$ cat config.mk
export PLATFORM = sky130hd
export DESIGN_NAME = framed_sp_rx
export DESIGN_NICKNAME = d
export VERILOG_FILES = /design/src/rtl/sp_rx_pkg.sv /design/src/rtl/sp_rx_ctrl.sv /design/src/rtl/sp_rx_dpath.sv /design/src/rtl/framed_sp_rx.sv
export SDC_FILE = /design/constraint.sdc
export NUM_CORES = 1
export LEC_CHECK = 0
export CAP_MARGIN = 15
export CORE_UTILIZATION = 48
export DETAILED_ROUTE_END_ITERATION = 10
export PLACE_DENSITY = 0.76
export SLEW_MARGIN = 20
export SYNTH_ARGS = -nofsm -noshare
export SYNTH_HDL_FRONTEND = slang
export SYNTH_SLANG_ARGS = --single-unit
$ cat constraint.sdc
create_clock -name clk -period 2.09 [get_ports clk]
set_input_delay 0.418 -clock clk [delete_from_list [all_inputs] [get_ports clk]]
set_output_delay 0.418 -clock clk [all_outputs]
set_load 0.01 [all_outputs]
$ cat src/rtl/sp_rx_pkg.sv
`timescale 1ns/1ps
package sp_rx_pkg;

  typedef enum logic [1:0] {
    ST_IDLE = 2'd0,
    ST_RECV = 2'd1,
    ST_HOLD = 2'd2
  } rxState_e;

  // Per-cycle commands from the controller to the datapath.
  typedef struct packed {
    logic clrIdx;
    logic capture;
    logic setReady;
    logic clrReady;
  } rxStrobe_t;

endpackage

$ cat src/rtl/sp_rx_ctrl.sv
`timescale 1ns/1ps
module sp_rx_ctrl
  import sp_rx_pkg::*;
(
  input  logic      clk,
  input  logic      rstN,
  input  logic      chanSel,
  input  logic      ack,
  input  logic      idxLast,
  output rxStrobe_t strobe
);

  rxState_e stateQ, stateD;

  always_comb begin
    stateD = stateQ;
    strobe = '0;
    case (stateQ)
      ST_IDLE: begin
        strobe.clrIdx = 1'b1;
        if (chanSel) stateD = ST_RECV;
      end
      ST_RECV: begin
        // chanSel is not looked at here: the frame length alone ends it
        strobe.capture = 1'b1;
        if (idxLast) begin
          strobe.setReady = 1'b1;
          stateD = ST_HOLD;
        end
      end
      ST_HOLD: begin
        if (ack) begin
          strobe.clrReady = 1'b1;
          stateD = ST_IDLE;
        end
      end
      default: stateD = ST_IDLE;
    endcase
  end

  always_ff @(posedge clk or negedge rstN) begin
    if (!rstN) stateQ <= ST_IDLE;
    else       stateQ <= stateD;
  end

  // select seen in idle opens a frame on the next edge
  p_start_r2: assert property (@(posedge clk) disable iff (!rstN)
    (stateQ == ST_IDLE && chanSel) |=> stateQ == ST_RECV);

  // a held word leaves the hold state only through acknowledge
  p_hold_exit_r8: assert property (@(posedge clk) disable iff (!rstN)
    (stateQ == ST_HOLD && !ack) |=> stateQ == ST_HOLD);

  p_legal_state_r1: assert property (@(posedge clk) disable iff (!rstN)
    stateQ != 2'd3);

endmodule

$ cat src/rtl/sp_rx_dpath.sv
`timescale 1ns/1ps
module sp_rx_dpath
  import sp_rx_pkg::*;
#(
  parameter int N = 8
) (
  input  logic         clk,
  input  logic         rstN,
  input  logic         serData,
  input  rxStrobe_t    strobe,
  output logic         idxLast,
  output logic [N-1:0] wordOut,
  output logic         wordReady
);

  localparam int IDXW = (N > 1) ? $clog2(N) : 1;
  localparam logic [IDXW-1:0] LASTIDX = IDXW'(N - 1);

  logic [IDXW-1:0] bitIdx;
  logic [N-1:0]    wordQ;
  logic            readyQ;

  assign idxLast = (bitIdx == LASTIDX);

  always_ff @(posedge clk or negedge rstN) begin
    if (!rstN)               bitIdx <= '0;
    else if (strobe.clrIdx)  bitIdx <= '0;
    else if (strobe.capture && !idxLast) bitIdx <= bitIdx + 1'b1;
  end

  // One capture flop per bit position, each enabled by its own index match.
  for (genvar g = 0; g < N; g++) begin : g_bit
    always_ff @(posedge clk or negedge rstN) begin
      if (!rstN)
        wordQ[g] <= 1'b0;
      else if (strobe.capture && bitIdx == IDXW'(g))
        wordQ[g] <= serData;
    end
  end

  always_ff @(posedge clk or negedge rstN) begin
    if (!rstN)                readyQ <= 1'b0;
    else if (strobe.setReady) readyQ <= 1'b1;
    else if (strobe.clrReady) readyQ <= 1'b0;
  end

  assign wordOut   = wordQ;
  assign wordReady = readyQ;

  // index walks up one position per captured bit
  p_idx_step_r3: assert property (@(posedge clk) disable iff (!rstN)
    (strobe.capture && !idxLast) |=> bitIdx == IDXW'($past(bitIdx) + 1'b1));

  // ready appears right after the final bit is taken
  p_ready_after_last_r5: assert property (@(posedge clk) disable iff (!rstN)
    (strobe.capture && idxLast) |=> wordReady);

  // no capture happens while a word is held
  p_no_overwrite_r8: assert property (@(posedge clk) disable iff (!rstN)
    wordReady |-> !strobe.capture);

endmodule

$ cat src/rtl/framed_sp_rx.sv
`timescale 1ns/1ps
module framed_sp_rx
  import sp_rx_pkg::*;
#(
  parameter int N = 8
) (
  input  logic         clk,
  input  logic         rstN,
  input  logic         chanSel,
  input  logic         serData,
  input  logic         ack,
  output logic [N-1:0] wordOut,
  output logic         wordReady
);

  rxStrobe_t strobe;
  logic      idxLast;

  sp_rx_ctrl u_ctrl (
    .clk     (clk),
    .rstN    (rstN),
    .chanSel (chanSel),
    .ack     (ack),
    .idxLast (idxLast),
    .strobe  (strobe)
  );

  sp_rx_dpath #(.N(N)) u_dpath (
    .clk       (clk),
    .rstN      (rstN),
    .serData   (serData),
    .strobe    (strobe),
    .idxLast   (idxLast),
    .wordOut   (wordOut),
    .wordReady (wordReady)
  );

  // without acknowledge, ready and the word are held
  p_hold_r6: assert property (@(posedge clk) disable iff (!rstN)
    (wordReady && !ack) |=> (wordReady && $stable(wordOut)));

  // acknowledge of a held word drops ready on the next edge
  p_ack_drop_r7: assert property (@(posedge clk) disable iff (!rstN)
    (wordReady && ack) |=> !wordReady);

  // the word is not disturbed by its own release
  p_release_stable_r7: assert property (@(posedge clk) disable iff (!rstN)
    (wordReady && ack) |=> $stable(wordOut));

endmodule

# Word-level counts from Yosys, hierarchy flattened
# Index checks and enable logic that the tools add are counted.
[word_totals]
out_inout_bits = 9
reg_bits = 14
in_bits = 5
elab_cells = 52
[classes]
reduce_logical = 15
n_eq_ne = 12
n_addsub = 1
muxes = 13
[ops]
columns = ["op", "count"]
rows = [
  ["equality test 3 bit, second input constant", 4],
  ["logical AND 1 bit", 9],
  ["2-to-1 mux 2 bit", 4],
  ["equality test 3 x 2 -> 1 bit, second input constant", 2],
  ["2-to-1 mux 1 bit", 6],
  ["2-to-1 mux 3 bit", 2],
  ["case mux 2 bit (3 select lines)", 1],
  ["inequality test 2 bit, second input constant", 2],
  ["nonzero test 2 bit", 2],
  ["adder 3 x 1 -> 3 bit, second input constant", 1],
  ["equality test 3 x 1 -> 1 bit, second input constant", 1],
  ["zero test 3 bit", 1],
  ["AND reduction 3 bit", 1],
  ["equality test 2 x 1 -> 1 bit, second input constant", 1],
  ["equality test 2 bit, second input constant", 1],
  ["zero test 2 bit", 1],
  ["inequality test 2 x 1 -> 1 bit, second input constant", 1],
  ["zero test 1 bit", 1],
]

# Logic depth before layout (Yosys ltp)
[logic_depth]
word_depth = 6
mapped_depth = 6
depth_no_buf = 5

# Modules after synthesis
# A second synthesis with hierarchy kept.
[unflattened]
cells_unflattened = 59
hier_area_um2 = 694.4
[by_module_without_submodules]
columns = ["mod", "instances", "cells_per_inst", "seq_area_each_um2", "area_per_inst_um2"]
rows = [
  ["sp_rx_dpath", 1, 47, 300.3, 574.3],
  ["sp_rx_ctrl", 1, 12, 50.0, 120.1],
]

# Least setup slack after synthesis
# OpenSTA, ideal clock, no wires.
[synth_path]
path_kind = "reg2reg"
start = "register u_dpath.bitIdx[0]"
end = "register u_dpath.wordQ[7] (netlist: u_dpath.wordOut[7])"
arrival_ns = 1.351
setup_ns = 0.125
path_stages_with_launch = 6
period_less_slack_ns = 1.476
setup_slack_ns = 0.614
cell_sequence = "dfrtp_1 ha_1 ha_1 clkbuf_1 nand2_1 mux2_2"
[synth_via]
elab_chain_cells = 2
[synth_lines]
columns = ["element", "line_no", "rtl"]
rows = [
  ["from (decl)", "sp_rx_dpath.sv:19", "logic [IDXW-1:0] bitIdx;"],
  ["from (signal assigned)", "sp_rx_dpath.sv:28", "else if (strobe.capture && !idxLast) bitIdx <= bitIdx + 1'b1;"],
  ["equality test 3 bit", "sp_rx_dpath.sv:36", "else if (strobe.capture && bitIdx == IDXW'(g))"],
  ["logical AND 1 bit", "sp_rx_dpath.sv:36", ""],
  ["to (signal, indexed assignment)", "sp_rx_dpath.sv:37", "wordQ[g] <= serData;"],
  ["to (decl)", "sp_rx_dpath.sv:20", "logic [N-1:0] wordQ;"],
]
# No other way between the ends.
# A chain may end at the register's enable or synchronous reset.

# Worst setup path in the final report
[layout_path]
start = "register u_dpath.readyQ (netlist: u_dpath.wordReady)"
end = "output wordReady"
[layout_lines]
columns = ["element", "line_no", "rtl"]
rows = [
  ["from (decl)", "sp_rx_dpath.sv:21", "logic readyQ;"],
  ["from (signal assigned)", "sp_rx_dpath.sv:42", "if (!rstN) readyQ <= 1'b0;"],
  ["from (signal assigned)", "sp_rx_dpath.sv:43", "else if (strobe.setReady) readyQ <= 1'b1;"],
  ["from (signal assigned)", "sp_rx_dpath.sv:44", "else if (strobe.clrReady) readyQ <= 1'b0;"],
  ["to (decl)", "framed_sp_rx.sv:13", "output logic wordReady"],
]
# No word-level cell between the ends.

==> metrics.txt <==
Synth Net Count=74; Routed wire per std cell=12.92 µm; met3 WL post-DR=60 µm; Cell variety after synth=20; grt ovf=0; mux cell area share after synthesis=0.1485; share of cells above drive strength 1=0.1818; Mapped Cells=63; Power Density=1511 mW/mm²; Post-synth top flop=dfrtp_1; critical path class=flop to output port; sequential share of power=0.381; DIE AREA=0.001614 mm²; P_sw=448.6 µW; top-count cell post-synth=dfrtp_1; number of DRC markers in iteration 0=5; clk root buf=clkbuf_4; wirelength, routed=1189 µm; Netlist Area Pre-Place=699.4 µm²; post-synth top area share=0.5009; core area=0.001334 mm²; hold slack=508.1 ps; Synth Area in Adders=0.1073; M1 wire length=536 µm; slowest stage delay, CP=540 ps; GR Util All Layers=0.1956; Startpoint Class=flop; Detail Route Antenna Nets=0; DRC Markers=0; Comb power frac=0.470; clock sink total=14; H-Tree Depth=1; setup TNS=0 ps; Layout Utilization=0.6510; final period utilization=0.7712; count of input and output buffers=13; nets@finish=89; Max-cap violations=0; Synth Area in Simple Gates=0.1091; Static Leakage=0.0003985 µW; FFs w/ async S/R, synth=1.000; warnings from Yosys=0; crit path DAT=1190 ps; cell internal pwr=863.9 µW; CTS Hold Bufs=0; CTS resizes=0; Multi-input gate area=310.3 µm²; Slew @ Worst Pin=625.3 ps; CTS tree=built; top routing layer used=met4; clock share of power=0.149; Pins Over Slew Limit=0; dpl hpwl=862.2 µm; GPL Wtd Cong=0.8688; antenna violations before repair=0; met2 WL=561 µm; Fmax=620.4 MHz; number of synthesized flops with an enable pin=0; CTS buffer count=3; Core Rows=13; # Post-CTS Setup Buffers=0; Sw Share=0.3418; Post-synth top cells=14 x dfrtp_1, 7 x mux2_2, 6 x ha_1; vias per std cell=5.457; CP Data Required Time=1670 ps; CTS max path bufs=2; Detailed Routing Iterations Pass 1=2; Worst-Skew Late Latency=280 ps; WP buf/inv=1; Final Hold Violating Endpoints=0; family with the most delay on the worst path=buffers and inverters; Layout area overhead=24.15%; Mean Syn Cell Area=11.10 µm²; largest area contributor in the netlist=dfrtp_1; worst hold-check path type=flop to flop; CP max stage cell=clkdlybuf4s50_1; combinational family with the most area after synthesis=multiplexers; Final setup viols=0; Max IR drop VDD=0.8280 mV; crit-path max FO=3; complex-gate fraction of the synthesized area=0.07871; RSZ-0062 raised after global routing=false; largest net degree at the start of global routing=15; skew final=4.678 ps; height of the die=40.17 µm; clock-pin slew on the worst setup and hold paths=90 ps; CP Capture Type=output port; Sequential cell area=350.3 µm²; vias in the first global route=449; crit-path cells=clkdlybuf4s50_1; Ports=14; Tmin final=1612 ps; filler instances=112; post-synthesis register bit count=14; max_slew headroom=0.5818; status=finished clean; total number of vias=502; die width=40.17 µm; synth top area cells=dfrtp_1 50%, mux2_2 11%, ha_1 11%, a21oi_1 3.6%, nand3_1 2.9%; ANT cells=0; XOR/XNOR Fraction of Synth Area=0; first-pass GRT wire length=2021 µm; Initial Util=0.5244; Seq/Total Area, Yosys=0.5009
==> cell type report <==
class	count	area share
clock buffer	4	0.04179
inverter	6	0.02594
multi-input combinational	40	0.3573
sequential	14	0.4035
tap	15	0.02161
timing repair buffer	13	0.1499
==> per-stage QoR <==
step	worst slack [ps]	cell area (µm²)	power [µW]	std cells
5_1_grt	429.9	868.3	1433	92
4_1_cts	469.7	868.3	1327	92
6_report	478.1	868.3	1312	92
3_3_place_gp	596.7	832.0	1109	88
2_1_floorplan	614.2	699.4	876.1	63
3_5_place_dp	565.5	832.0	1127	88
==> power groups by stage <==
stage / clock network (µW) / registers [µW] / logic [µW]
2_1_floorplan: 0 / 518 / 358
5_1_grt: 214 / 522 / 697
3_5_place_dp: 0 / 508 / 619
4_1_cts: 200 / 502 / 625
3_3_place_gp: 0 / 498 / 611
6_report: 196 / 500 / 617
==> state kept, by name, indices dropped and copies added, names as in the netlist <==
| name | flops |
|---|---|
| u_dpath.wordOut | 8 |
| u_dpath.bitIdx | 3 |
| u_ctrl.stateQ | 2 |
| u_dpath.wordReady | 1 |
==> cells by family (layout without fill, tap and decap cells) <==
kind of cell	count (synthesis)	in the layout
muxes	9	9
AOI/OAI and AO/OA	9	9
and+or+nand+nor	16	16
buffers and inverters	9	23
DFF	14	14
adders and majority gates	6	6
==> placed cells by master (no fill, tap or decap) <==
cell	instances
or3_1	1
inv_2	1
o22ai_1	2
o31ai_1	1
a41o_1	1
nor2b_2	1
mux2_2	7
dfrtp_1	14
clkdlybuf4s50_1	13
clkbuf_4	3
mux2i_1	1
ha_1	6
clkbuf_8	1
nor2_1	2
a21oi_1	5
nor3_1	3
nand3_1	4
mux2_4	1
inv_1	5
nand2_1	5
==> per-layer routing <==
layer | vias to the layer above | track usage
met3 | 4 | 0.03333
li1 | 246 | -
met4 | 0 | 0.1250
met5 | - | 0
met2 | 16 | 0.2823
met1 | 236 | 0.2683
==> final timing paths <==
kind	start	to	slack (ps)	depth (start not counted)
min in group asynchronous	rstN	u_dpath.wordOut[3]$_DFFE_PN0P_	520	1
min	u_dpath.wordOut[5]$_DFFE_PN0P_	u_dpath.wordOut[5]$_DFFE_PN0P_	510	1
max	u_dpath.wordReady$_DFFE_PN0P_	wordReady	480	1
max reg2reg	u_dpath.bitIdx[0]$_DFFE_PN0P_	u_dpath.wordOut[4]$_DFFE_PN0P_	560	5
min reg2reg	u_dpath.wordOut[5]$_DFFE_PN0P_	u_dpath.wordOut[5]$_DFFE_PN0P_	510	1
max in group asynchronous	rstN	u_dpath.wordOut[1]$_DFFE_PN0P_	1170	1
(Power assumes the default switching activity.)
